$ cat src/rtl/sized_cc_alu_pkg.sv
`timescale 1ns/1ps
package sized_cc_alu_pkg;

  typedef logic [2:0] alu_op_t;
  localparam alu_op_t OP_ADD  = 3'd0;
  localparam alu_op_t OP_SUB  = 3'd1;
  localparam alu_op_t OP_CMP  = 3'd2;
  localparam alu_op_t OP_NEG  = 3'd3;
  localparam alu_op_t OP_QADD = 3'd4;
  localparam alu_op_t OP_QSUB = 3'd5;
  localparam alu_op_t OP_LAST = OP_QSUB;

  typedef logic [1:0] alu_size_t;
  localparam alu_size_t SZ_BYTE = 2'b00;
  localparam alu_size_t SZ_WORD = 2'b01;
  localparam alu_size_t SZ_LONG = 2'b10;

  localparam int QUICK_W = 3;
  localparam int QUICK_VAL_W = QUICK_W + 1;

  typedef struct packed {
    logic x;
    logic n;
    logic z;
    logic v;
    logic c;
  } cc_flags_t;

  // Quick field 1..7 stands for itself, 0 stands for 2**QUICK_W.
  function automatic logic [QUICK_VAL_W-1:0] quick_value(input logic [QUICK_W-1:0] code);
    if (code == '0) return QUICK_VAL_W'(1) << QUICK_W;
    return {1'b0, code};
  endfunction

  function automatic logic is_quick(input alu_op_t op);
    return (op == OP_QADD) || (op == OP_QSUB);
  endfunction

  function automatic logic is_subtract(input alu_op_t op);
    return (op == OP_SUB) || (op == OP_CMP) || (op == OP_NEG) || (op == OP_QSUB);
  endfunction

endpackage

$ cat src/rtl/sized_cc_alu_decode.sv
`timescale 1ns/1ps
module sized_cc_alu_decode
  import sized_cc_alu_pkg::*;
#(
  parameter int DATA_W = 32
) (
  input  logic [2:0]        op_sel,
  input  logic [1:0]        size_sel,
  input  logic              addr_dst,
  input  logic [QUICK_W-1:0] quick_imm,
  input  logic [DATA_W-1:0] src_opnd,
  input  logic [DATA_W-1:0] dst_opnd,
  output logic [DATA_W-1:0] opnd_a,
  output logic [DATA_W-1:0] opnd_b,
  output logic              do_sub,
  output logic [1:0]        eff_size,
  output logic              writes_result,
  output logic              upd_x,
  output logic              upd_nzvc,
  output logic              op_illegal
);

  logic quick_op;
  logic quick_to_addr;
  logic bad_code;

  assign quick_op      = is_quick(op_sel);
  assign quick_to_addr = quick_op && addr_dst;
  assign bad_code      = (op_sel > OP_LAST) || (size_sel == 2'b11);

  assign op_illegal = bad_code
                   || (quick_to_addr && (size_sel == SZ_BYTE))
                   || ((op_sel == OP_NEG) && addr_dst);

  // Address destinations of quick forms always run on the full width.
  assign eff_size = quick_to_addr ? SZ_LONG : size_sel;
  assign do_sub   = is_subtract(op_sel);

  always_comb begin
    opnd_a = dst_opnd;
    opnd_b = src_opnd;
    if (op_sel == OP_NEG) begin
      opnd_a = '0;
      opnd_b = dst_opnd;
    end else if (quick_op) begin
      opnd_b = {{(DATA_W-QUICK_VAL_W){1'b0}}, quick_value(quick_imm)};
    end
  end

  assign writes_result = !op_illegal && (op_sel != OP_CMP);
  assign upd_nzvc      = !op_illegal && !quick_to_addr;
  assign upd_x         = upd_nzvc && (op_sel != OP_CMP);

endmodule

$ cat src/rtl/sized_cc_alu_addsub.sv
`timescale 1ns/1ps
module sized_cc_alu_addsub
  import sized_cc_alu_pkg::*;
#(
  parameter int DATA_W    = 32,
  parameter int NUM_LANES = 3
) (
  input  logic [DATA_W-1:0] opnd_a,
  input  logic [DATA_W-1:0] opnd_b,
  input  logic              do_sub,
  input  logic [1:0]        eff_size,
  output logic [DATA_W-1:0] sum_out,
  output logic              carry_out,
  output logic              ovf_out,
  output logic              neg_out,
  output logic              zero_out
);

  logic [DATA_W-1:0] lane_sum [NUM_LANES];
  logic              lane_c   [NUM_LANES];
  logic              lane_v   [NUM_LANES];
  logic              lane_n   [NUM_LANES];
  logic              lane_z   [NUM_LANES];

  // Signed overflow: operands agree in sign, the result does not.
  function automatic logic sign_overflow(input logic sa, input logic sb, input logic sr);
    return (sa == sb) && (sr != sa);
  endfunction

  // The adder's carry is inverted on subtract to give a borrow.
  function automatic logic carry_or_borrow(input logic raw_carry, input logic sub);
    return raw_carry ^ sub;
  endfunction

  for (genvar i = 0; i < NUM_LANES; i++) begin : g_lane
    localparam int LW = 8 << i;
    logic [LW-1:0] b_eff;
    logic [LW:0]   s;
    assign b_eff = do_sub ? ~opnd_b[LW-1:0] : opnd_b[LW-1:0];
    assign s = {1'b0, opnd_a[LW-1:0]} + {1'b0, b_eff} + {{LW{1'b0}}, do_sub};
    assign lane_sum[i] = DATA_W'(s[LW-1:0]);
    assign lane_c[i]   = carry_or_borrow(s[LW], do_sub);
    assign lane_v[i]   = sign_overflow(opnd_a[LW-1], b_eff[LW-1], s[LW-1]);
    assign lane_n[i]   = s[LW-1];
    assign lane_z[i]   = ~|s[LW-1:0];
  end

  always_comb begin
    sum_out   = lane_sum[NUM_LANES-1];
    carry_out = lane_c[NUM_LANES-1];
    ovf_out   = lane_v[NUM_LANES-1];
    neg_out   = lane_n[NUM_LANES-1];
    zero_out  = lane_z[NUM_LANES-1];
    for (int k = 0; k < NUM_LANES; k++) begin
      if (int'(eff_size) == k) begin
        sum_out   = lane_sum[k];
        carry_out = lane_c[k];
        ovf_out   = lane_v[k];
        neg_out   = lane_n[k];
        zero_out  = lane_z[k];
      end
    end
  end

endmodule

$ cat src/rtl/sized_cc_alu_merge.sv
`timescale 1ns/1ps
module sized_cc_alu_merge #(
  parameter int DATA_W    = 32,
  parameter int NUM_LANES = 3
) (
  input  logic [DATA_W-1:0] dst_opnd,
  input  logic [DATA_W-1:0] lane_value,
  input  logic [1:0]        eff_size,
  output logic [DATA_W-1:0] merged
);

  function automatic logic [DATA_W-1:0] lane_mask(input int k);
    return {DATA_W{1'b1}} >> (DATA_W - (8 << k));
  endfunction

  always_comb begin
    merged = lane_value;
    for (int k = 0; k < NUM_LANES - 1; k++) begin
      if (int'(eff_size) == k)
        merged = (dst_opnd & ~lane_mask(k)) | (lane_value & lane_mask(k));
    end
  end

endmodule

$ cat src/rtl/sized_cc_alu.sv
`timescale 1ns/1ps
module sized_cc_alu
  import sized_cc_alu_pkg::*;
#(
  parameter int DATA_W = 32
) (
  input  logic              clk,
  input  logic              rst_n,
  input  logic              in_valid,
  input  logic [2:0]        op_sel,
  input  logic [1:0]        size_sel,
  input  logic [DATA_W-1:0] src_opnd,
  input  logic [DATA_W-1:0] dst_opnd,
  input  logic [2:0]        quick_imm,
  input  logic              addr_dst,
  output logic              out_valid,
  output logic [DATA_W-1:0] result,
  output logic              result_we,
  output logic              flag_x,
  output logic              flag_n,
  output logic              flag_z,
  output logic              flag_v,
  output logic              flag_c,
  output logic              x_we,
  output logic              n_we,
  output logic              z_we,
  output logic              v_we,
  output logic              c_we,
  output logic              illegal_op
);

  localparam int NUM_LANES = $clog2(DATA_W / 8) + 1;

  // Named internal events, visible to the bound checker.
  logic [DATA_W-1:0] opnd_a, opnd_b, lane_value, merged_value;
  logic              do_sub, writes_result, upd_x, upd_nzvc, op_illegal;
  logic [1:0]        eff_size;
  logic              raw_c, raw_v, raw_n, raw_z;
  cc_flags_t         next_flags, flags_q;

  sized_cc_alu_decode #(.DATA_W(DATA_W)) u_decode (
    .op_sel        (op_sel),
    .size_sel      (size_sel),
    .addr_dst      (addr_dst),
    .quick_imm     (quick_imm),
    .src_opnd      (src_opnd),
    .dst_opnd      (dst_opnd),
    .opnd_a        (opnd_a),
    .opnd_b        (opnd_b),
    .do_sub        (do_sub),
    .eff_size      (eff_size),
    .writes_result (writes_result),
    .upd_x         (upd_x),
    .upd_nzvc      (upd_nzvc),
    .op_illegal    (op_illegal)
  );

  sized_cc_alu_addsub #(.DATA_W(DATA_W), .NUM_LANES(NUM_LANES)) u_addsub (
    .opnd_a    (opnd_a),
    .opnd_b    (opnd_b),
    .do_sub    (do_sub),
    .eff_size  (eff_size),
    .sum_out   (lane_value),
    .carry_out (raw_c),
    .ovf_out   (raw_v),
    .neg_out   (raw_n),
    .zero_out  (raw_z)
  );

  sized_cc_alu_merge #(.DATA_W(DATA_W), .NUM_LANES(NUM_LANES)) u_merge (
    .dst_opnd   (dst_opnd),
    .lane_value (lane_value),
    .eff_size   (eff_size),
    .merged     (merged_value)
  );

  assign next_flags = '{x: raw_c, n: raw_n, z: raw_z, v: raw_v, c: raw_c};

  always_ff @(posedge clk) begin
    if (!rst_n) begin
      out_valid  <= 1'b0;
      result_we  <= 1'b0;
      x_we       <= 1'b0;
      n_we       <= 1'b0;
      z_we       <= 1'b0;
      v_we       <= 1'b0;
      c_we       <= 1'b0;
      illegal_op <= 1'b0;
      result     <= '0;
      flags_q    <= '0;
    end else begin
      out_valid  <= in_valid;
      result_we  <= in_valid && writes_result;
      x_we       <= in_valid && upd_x;
      n_we       <= in_valid && upd_nzvc;
      z_we       <= in_valid && upd_nzvc;
      v_we       <= in_valid && upd_nzvc;
      c_we       <= in_valid && upd_nzvc;
      illegal_op <= in_valid && op_illegal;
      if (in_valid) begin
        result  <= merged_value;
        flags_q <= next_flags;
      end
    end
  end

  assign flag_x = flags_q.x;
  assign flag_n = flags_q.n;
  assign flag_z = flags_q.z;
  assign flag_v = flags_q.v;
  assign flag_c = flags_q.c;

endmodule

$ cat config.mk
export PLATFORM = sky130hd
export DESIGN_NAME = sized_cc_alu
export DESIGN_NICKNAME = d
export VERILOG_FILES = /design/src/rtl/sized_cc_alu_pkg.sv /design/src/rtl/sized_cc_alu_decode.sv /design/src/rtl/sized_cc_alu_addsub.sv /design/src/rtl/sized_cc_alu_merge.sv /design/src/rtl/sized_cc_alu.sv
export SDC_FILE = /design/constraint.sdc
export NUM_CORES = 1
export LEC_CHECK = 0
export ABC_AREA = 1
export BUFFER_PORTS_ARGS = -buffer_cell sky130_fd_sc_hd__buf_2
export CAP_MARGIN = 40
export CORE_MARGIN = 1.5
export CORE_UTILIZATION = 58
export DETAILED_ROUTE_END_ITERATION = 10
export GPL_TIMING_DRIVEN = 0
export PLACE_DENSITY = 0.86
export SLEW_MARGIN = 20
export SYNTH_ARGS = -nofsm -noshare
export SYNTH_HDL_FRONTEND = slang
export SYNTH_HIERARCHICAL = 1
export SYNTH_SLANG_ARGS = --single-unit
$ cat constraint.sdc
create_clock -name clk -period 3.3 [get_ports clk]
set_input_delay 0.165 -clock clk [delete_from_list [all_inputs] [get_ports clk]]
set_output_delay 0.165 -clock clk [all_outputs]
set_load 0.02 [all_outputs]
==> results of run 1 <==
-- tightest hold or removal path, cell delays in order --
cell	delay, ps
buf_4	150
nand2_1	70
nor2_1	30
-- flip-flops by register name (all words and copies together) (netlist names) --
name / flops
result: 32
x_we: 1
result_we: 1
illegal_op: 1
flag_n: 1
flag_c: 1
flag_v: 1
c_we: 1
flag_z: 1
out_valid: 1
-- cell type report --
class | instances | area, sq um
Inverter | 218 | 818.3
Multi-Input combinational cell | 844 | 4305
Clock inverter | 1 | 30.03
Timing Repair Buffer | 118 | 593.1
Fill cell | 1005 | 3156
Clock buffer | 7 | 86.33
Buffer | 46 | 344.1
Tap cell | 136 | 170.2
Sequential cell | 41 | 820.8
-- layer usage --
layer  routed length (um)  track usage  vias up  share of wire
met2                 8893       0.5798      345           0.45
met3                 1583      0.02330       35          0.079
met1                 8832       0.4813     3220           0.44
li1                     -            -     3708              -
met5                    0            0        -              0
met4                  607       0.1245        0          0.030
-- Yosys cell counts, types with 12 or more instances --
library cell,number
nand4_1,13
nor2_2,12
o21ai_0,61
nand2_2,16
xnor2_1,12
buf_4,21
nor2_1,180
buf_2,12
inv_1,214
nand2_1,339
a21oi_1,37
nand3_1,60
dfxtp_1,41
xor2_1,37
ha_1,34
-- report_power, final --
part           internal, uW  leakage, uW  switching, uW  total [uW]
logic                   715      0.00393           1300        2020
registers               545     0.000340           23.6         569
clock network           246    0.0000585            159         405
total                  1510      0.00433           1480        2990
-- timing repair --
item                                    CTS  global route
endpoints found under the setup margin    4            10
setup buffers                             0             1
pin swaps                                 0             1
gates resized for setup                   3            59
-- metrics by stage --
stage / std cells / worst slack, ps / TNS [ps]
detailed placement: 1402 / -382.6 / -4370
finish: 1411 / 217.7 / 0
CTS: 1410 / 139.2 / 0
floorplan: 1149 / 380.9 / 0
global placement: 1402 / -363.0 / -3503
global route: 1411 / -13.23 / -13.23
-- worst max path at each step --
stage,endpoint,cells after the start,startpoint,slack [ps]
4_1_cts,flag_z,23,op_sel[2],140
3_3_place_gp,flag_z,23,op_sel[1],-360
6_report,flag_z,23,op_sel[2],220
5_1_grt,flag_z,24,op_sel[2],-10
3_5_place_dp,flag_z,23,op_sel[1],-380
2_1_floorplan,flag_z,24,op_sel[1],380
-- kinds of logic (layout without fill, tap and decap cells) --
family          after synthesis  in the layout
compound gates              115            115
xor+xnor                     49             49
fa+ha+maj                    36             36
buf+inv                     264            390
flops                        41             41
simple gates                644            644
==> results.json, run 1 <==
{
  "rr_startpoint": "result[9]",
  "worst_path_most_repeated_cell": "nand2_1",
  "ant_nets": 0,
  "die_h_um": 106.0,
  "power.leakage_uw": 0.004326,
  "grt_overflow": 0,
  "slew_violations": 0,
  "n_antenna_cell": 0,
  "start_util": 0.5962,
  "finalHoldViolCount": 0,
  "synth.top_cells.by_area": "nand2_1 (21%), dfxtp_1 (13%), inv_1 (13%)",
  "numCtsBuffers": 5,
  "cp_top_family": "simple AND/OR/NAND/NOR gates",
  "holdPathStages": 3,
  "rows": 37,
  "grt_pass1_vias": 6547,
  "fmax_ghz": 0.3244,
  "placed_area_sq_mm": 0.006910,
  "relSlewSlack": 0.6778,
  "ys_warn_count": 6,
  "rrSetupSlack_ps": 2700,
  "avgSynthCellArea_sq_um": 5.357,
  "synth.top_cell.area_share": 0.2067,
  "reg2reg_depth": 2,
  "synth-edff-count": 0,
  "grt_pass1_wl_um": 31170,
  "crit_type": "input port to flip-flop",
  "gp_congestion": 0.9906,
  "total_power_uw": 2990,
  "worstSkewPairLatency_ps": 290,
  "worst_pin_slew_ps": 481.5,
  "synth_compound_area_frac": 0.09941,
  "finalInstanceArea_sq_mm": 0.007168,
  "worstPathCellList": "buf_2, inv_2, nand3_4, clkbuf_2, o21ai_0, xor2_1, ha_1, nand2_1, nor2_2, nand2_1, nor3_1, nand2_1, nand2_1, nand2_1, nand2_1, nand2_1, nor2_1, nand3_1, a21oi_1, inv_1, nand2_1, nand2_1, nor2_1",
  "whs_ps": 156.8,
  "synth_area_sq_mm": 0.006155,
  "muxShareOfSynthArea": 0,
  "cp.arrival_ps": 3320,
  "antenna_found_initial": 0,
  "hold_buffers": 0,
  "drc": 0,
  "layout_common_cells": "nand2_1 (338), inv_1 (213), nor2_1 (175)",
  "final_common_cell": "nand2_1",
  "powerDensity_mw_per_mm2": 417.2,
  "clk_path_buf_depth": 2,
  "yosys.area_share.adder": 0.07563,
  "drv_cap": 0,
  "synthCells": 1149,
  "wl_per_cell_um": 14.11,
  "grt_max_degree": 13,
  "setup_violations": 0,
  "finalNetCount": 1386,
  "path_max_fanout": 10,
  "crit_path_end_kind": "flip-flop",
  "hp-class": "input port to flip-flop",
  "num_vias": 7308,
  "hpwl_um": 16700,
  "hp-start": "rst_n",
  "ir_drop_v": 0.0003729,
  "fin_skew_ps": 0,
  "ys_types": 40,
  "startpoint_type": "input port",
  "synthArstFlopShare": 0,
  "synth_simple_gate_area_frac": 0.4383,
  "synth-xor-area-share": 0.06973,
  "synth_flop_cell": "dfxtp_1",
  "ys_seq_area_frac": 0.1334,
  "area.growth.synth_to_final_pct": 16.47,
  "fin_crit_sh": 0.9340,
  "status": "completed",
  "drt_iter0_markers": 621,
  "clockRootBuffer": "clkbuf_8",
  "cts-htree-levels": 2,
  "utilization": 0.6943,
  "r2r-end": "result[9]",
  "cp_slowest_cell": "ha_1",
  "core_sq_mm": 0.01032,
  "synth_top_family_by_area": "simple AND/OR/NAND/NOR gates",
  "required_ps": 3540,
  "cts_sinks": 41,
  "via_per_inst": 5.179,
  "fp.dieW_um": 106.0,
  "hold_end": "flag_n",
  "crit_buf_inv": 4,
  "grt_usage": 0.3508,
  "totalWireLength_um": 19920,
  "yosys_register_bits": 41,
  "io_buffers": 117,
  "drive_above_1_share": 0.1875,
  "syn_nets": 1261,
  "slowest_delay_ps": 430,
  "dr.pass1.iters": 7,
  "clk_pin_slew_ps": 70,
  "fp.dieArea_sq_mm": 0.01124,
  "pin_count": 121,
  "synth_top_area_cell": "nand2_1",
  "fin_crit_ps": 3082,
  "cts_tree": "yes"
}
(Power assumes the default switching activity.)
==> inputs of run 2 (changes only) <==
- CORE_ASPECT_RATIO: not set -> 1.4
- RECOVER_POWER: not set -> 25
==> results.json, run 2 (same netlist as run 1, synthesis figures left out) <==
{
  "fin_crit_ps": 3071,
  "ir_drop_v": 0.0001876,
  "cp_top_family": "simple AND/OR/NAND/NOR gates",
  "reg2reg_depth": 2,
  "instances_no_fill": 1413,
  "utilization": 0.6871,
  "fmax_ghz": 0.3256,
  "crit_buf_inv": 6,
  "drc": 0,
  "dr.pass1.iters": 5,
  "holdPathStages": 3,
  "final_common_cell": "nand2_1",
  "hold_end": "flag_v",
  "finalHoldViolCount": 0,
  "powerDensity_mw_per_mm2": 417.2,
  "slowest_delay_ps": 410,
  "dp.cells": 1404,
  "area.growth.synth_to_final_pct": 15.55,
  "rrSetupSlack_ps": 2720,
  "pin_count": 121,
  "cts_sinks": 41,
  "use_met2": 0.6043,
  "grt_pass1_vias": 6498,
  "fp.dieArea_sq_mm": 0.01125,
  "ant_nets": 0,
  "grt.busiest_layer": "met2",
  "crit_path_end_kind": "flip-flop",
  "required_ps": 3520,
  "fp.dieW_um": 90.06,
  "setup_violations": 0,
  "worst_pin_slew_ps": 494.4,
  "startpoint_type": "input port",
  "tns_ps": 0,
  "gp_congestion": 1.005,
  "clk_pin_slew_ps": 60,
  "rr_startpoint": "result[14]",
  "relSlewSlack": 0.6692,
  "regMostFlops": "result",
  "antenna_found_initial": 0,
  "wl_per_cell_um": 13.25,
  "clockRootBuffer": "clkbuf_16",
  "num_vias": 7029,
  "rows": 44,
  "hold_buffers": 0,
  "power.leakage_uw": 0.004259,
  "drt_iter0_markers": 510,
  "numCtsBuffers": 5,
  "drive_above_1_share": 0.1639,
  "worst_path_most_repeated_cell": "nand2_1",
  "io_buffers": 117,
  "n_fill_cell": 1074,
  "hpwl_um": 16130,
  "n_antenna_cell": 0,
  "via_per_inst": 4.975,
  "cp.arrival_ps": 3290,
  "largest_reg_flops": 32,
  "grt_max_degree": 14,
  "start_util": 0.5947,
  "hp-class": "input port to flip-flop",
  "worstPathCellList": "buf_4, inv_1, nand2_2, buf_4, nand2_1, a31oi_1, xnor2_1, inv_2, fa_2, xnor2_1, inv_1, nor3_1, nand3b_1, nor2_1, nand3_1, nor3_1, nand2_1, a21oi_1, inv_1, nand2_1, nand2_1, nor2_1",
  "status": "completed",
  "grt_overflow": 0,
  "r2r-end": "result[14]",
  "slew_violations": 0,
  "layout_common_cells": "nand2_1 (339), inv_1 (213), nor2_1 (176)",
  "worstSkewPairLatency_ps": 290,
  "crit_type": "input port to flip-flop",
  "cts_tree": "yes",
  "hp-start": "rst_n",
  "cts-htree-levels": 2,
  "core_sq_mm": 0.01035,
  "cp_slowest_cell": "fa_2",
  "grtUsageMet3": 0.01282,
  "met1_usage": 0.4060,
  "path_max_fanout": 10,
  "drv_cap": 0,
  "die_h_um": 124.9,
  "finalNetCount": 1386,
  "grt_pass1_wl_um": 30200,
  "grt_usage": 0.3352,
  "clk_path_buf_depth": 2,
  "totalWireLength_um": 18720,
  "fin_crit_sh": 0.9307,
  "fin_skew_ps": 0
}
run 2: cell types whose count changed in the layout (fill, tap and decap cells not counted), sizes merged:
| cell | before | now |
|---|---|---|
| buf | 159 | 142 |
| bufinv | 1 | 0 |
| clkbuf | 12 | 28 |
| clkinvlp | 0 | 2 |
run 2: report_power, final:
part / internal [uW] / switching [uW] / total (uW)
Clock: 280 / 187 / 467
Combinational: 692 / 1240 / 1930
Sequential: 546 / 23.4 / 569
run 2: how the worst max path moves through the flow:
stage               startpoint      to  slack (ps)  cells after the start
floorplan            op_sel[1]  flag_z         380                     24
global placement     op_sel[1]  flag_z        -420                     23
detailed placement   op_sel[1]  flag_z        -520                     23
CTS                  op_sel[2]  flag_z          40                     26
global route         op_sel[2]  flag_z          -8                     26
finish               op_sel[1]  flag_z         230                     22
run 2: area by class of cell:
type                            count  area [sq um]  share of cell area
Tap cell                          138         172.7             0.02428
Clock inverter                      2         15.01            0.002111
Sequential cell                    41         820.8              0.1154
Multi-Input combinational cell    844          4252              0.5978
Buffer                             46         331.6             0.04662
Timing Repair Buffer              118         573.1             0.08058
Inverter                          218         818.3              0.1151
Clock buffer                        6         128.9             0.01812
run 2: layer usage:
layer | part of all wire | routed length (um)
met1 | 0.42 | 7874
met2 | 0.48 | 9035
met3 | 0.050 | 934
met4 | 0.047 | 872
met5 | 0 | 0
run 2: through the flow:
| stage | setup WS [ps] | cell area (sq um) | total power, uW | hold WS [ps] |
|---|---|---|---|---|
| floorplan | 380.9 | 6155 | 1986 | 440.4 |
| global placement | -416.7 | 6913 | 2438 | 452.2 |
| detailed placement | -520.1 | 6913 | 2453 | 461.5 |
| CTS | 36.21 | 7062 | 2928 | 168.4 |
| global route | -7.785 | 7112 | 3240 | 200.2 |
| finish | 228.6 | 7112 | 2967 | 173.2 |
run 2: what timing repair did:
action / in CTS / in global routing
gates resized for setup: 4 / 29
endpoints found under the setup margin: 1 / 4
setup buffers: 0 / 1
gates cloned: 0 / 0
pin swaps: 0 / 1
endpoints found under the hold margin: 0 / 0
run 2: worst register-to-register path: cells and delay by family, from the launching register on:
family | cells | cell delay (ps)
flops | 1 | 300
simple gates | 2 | 170
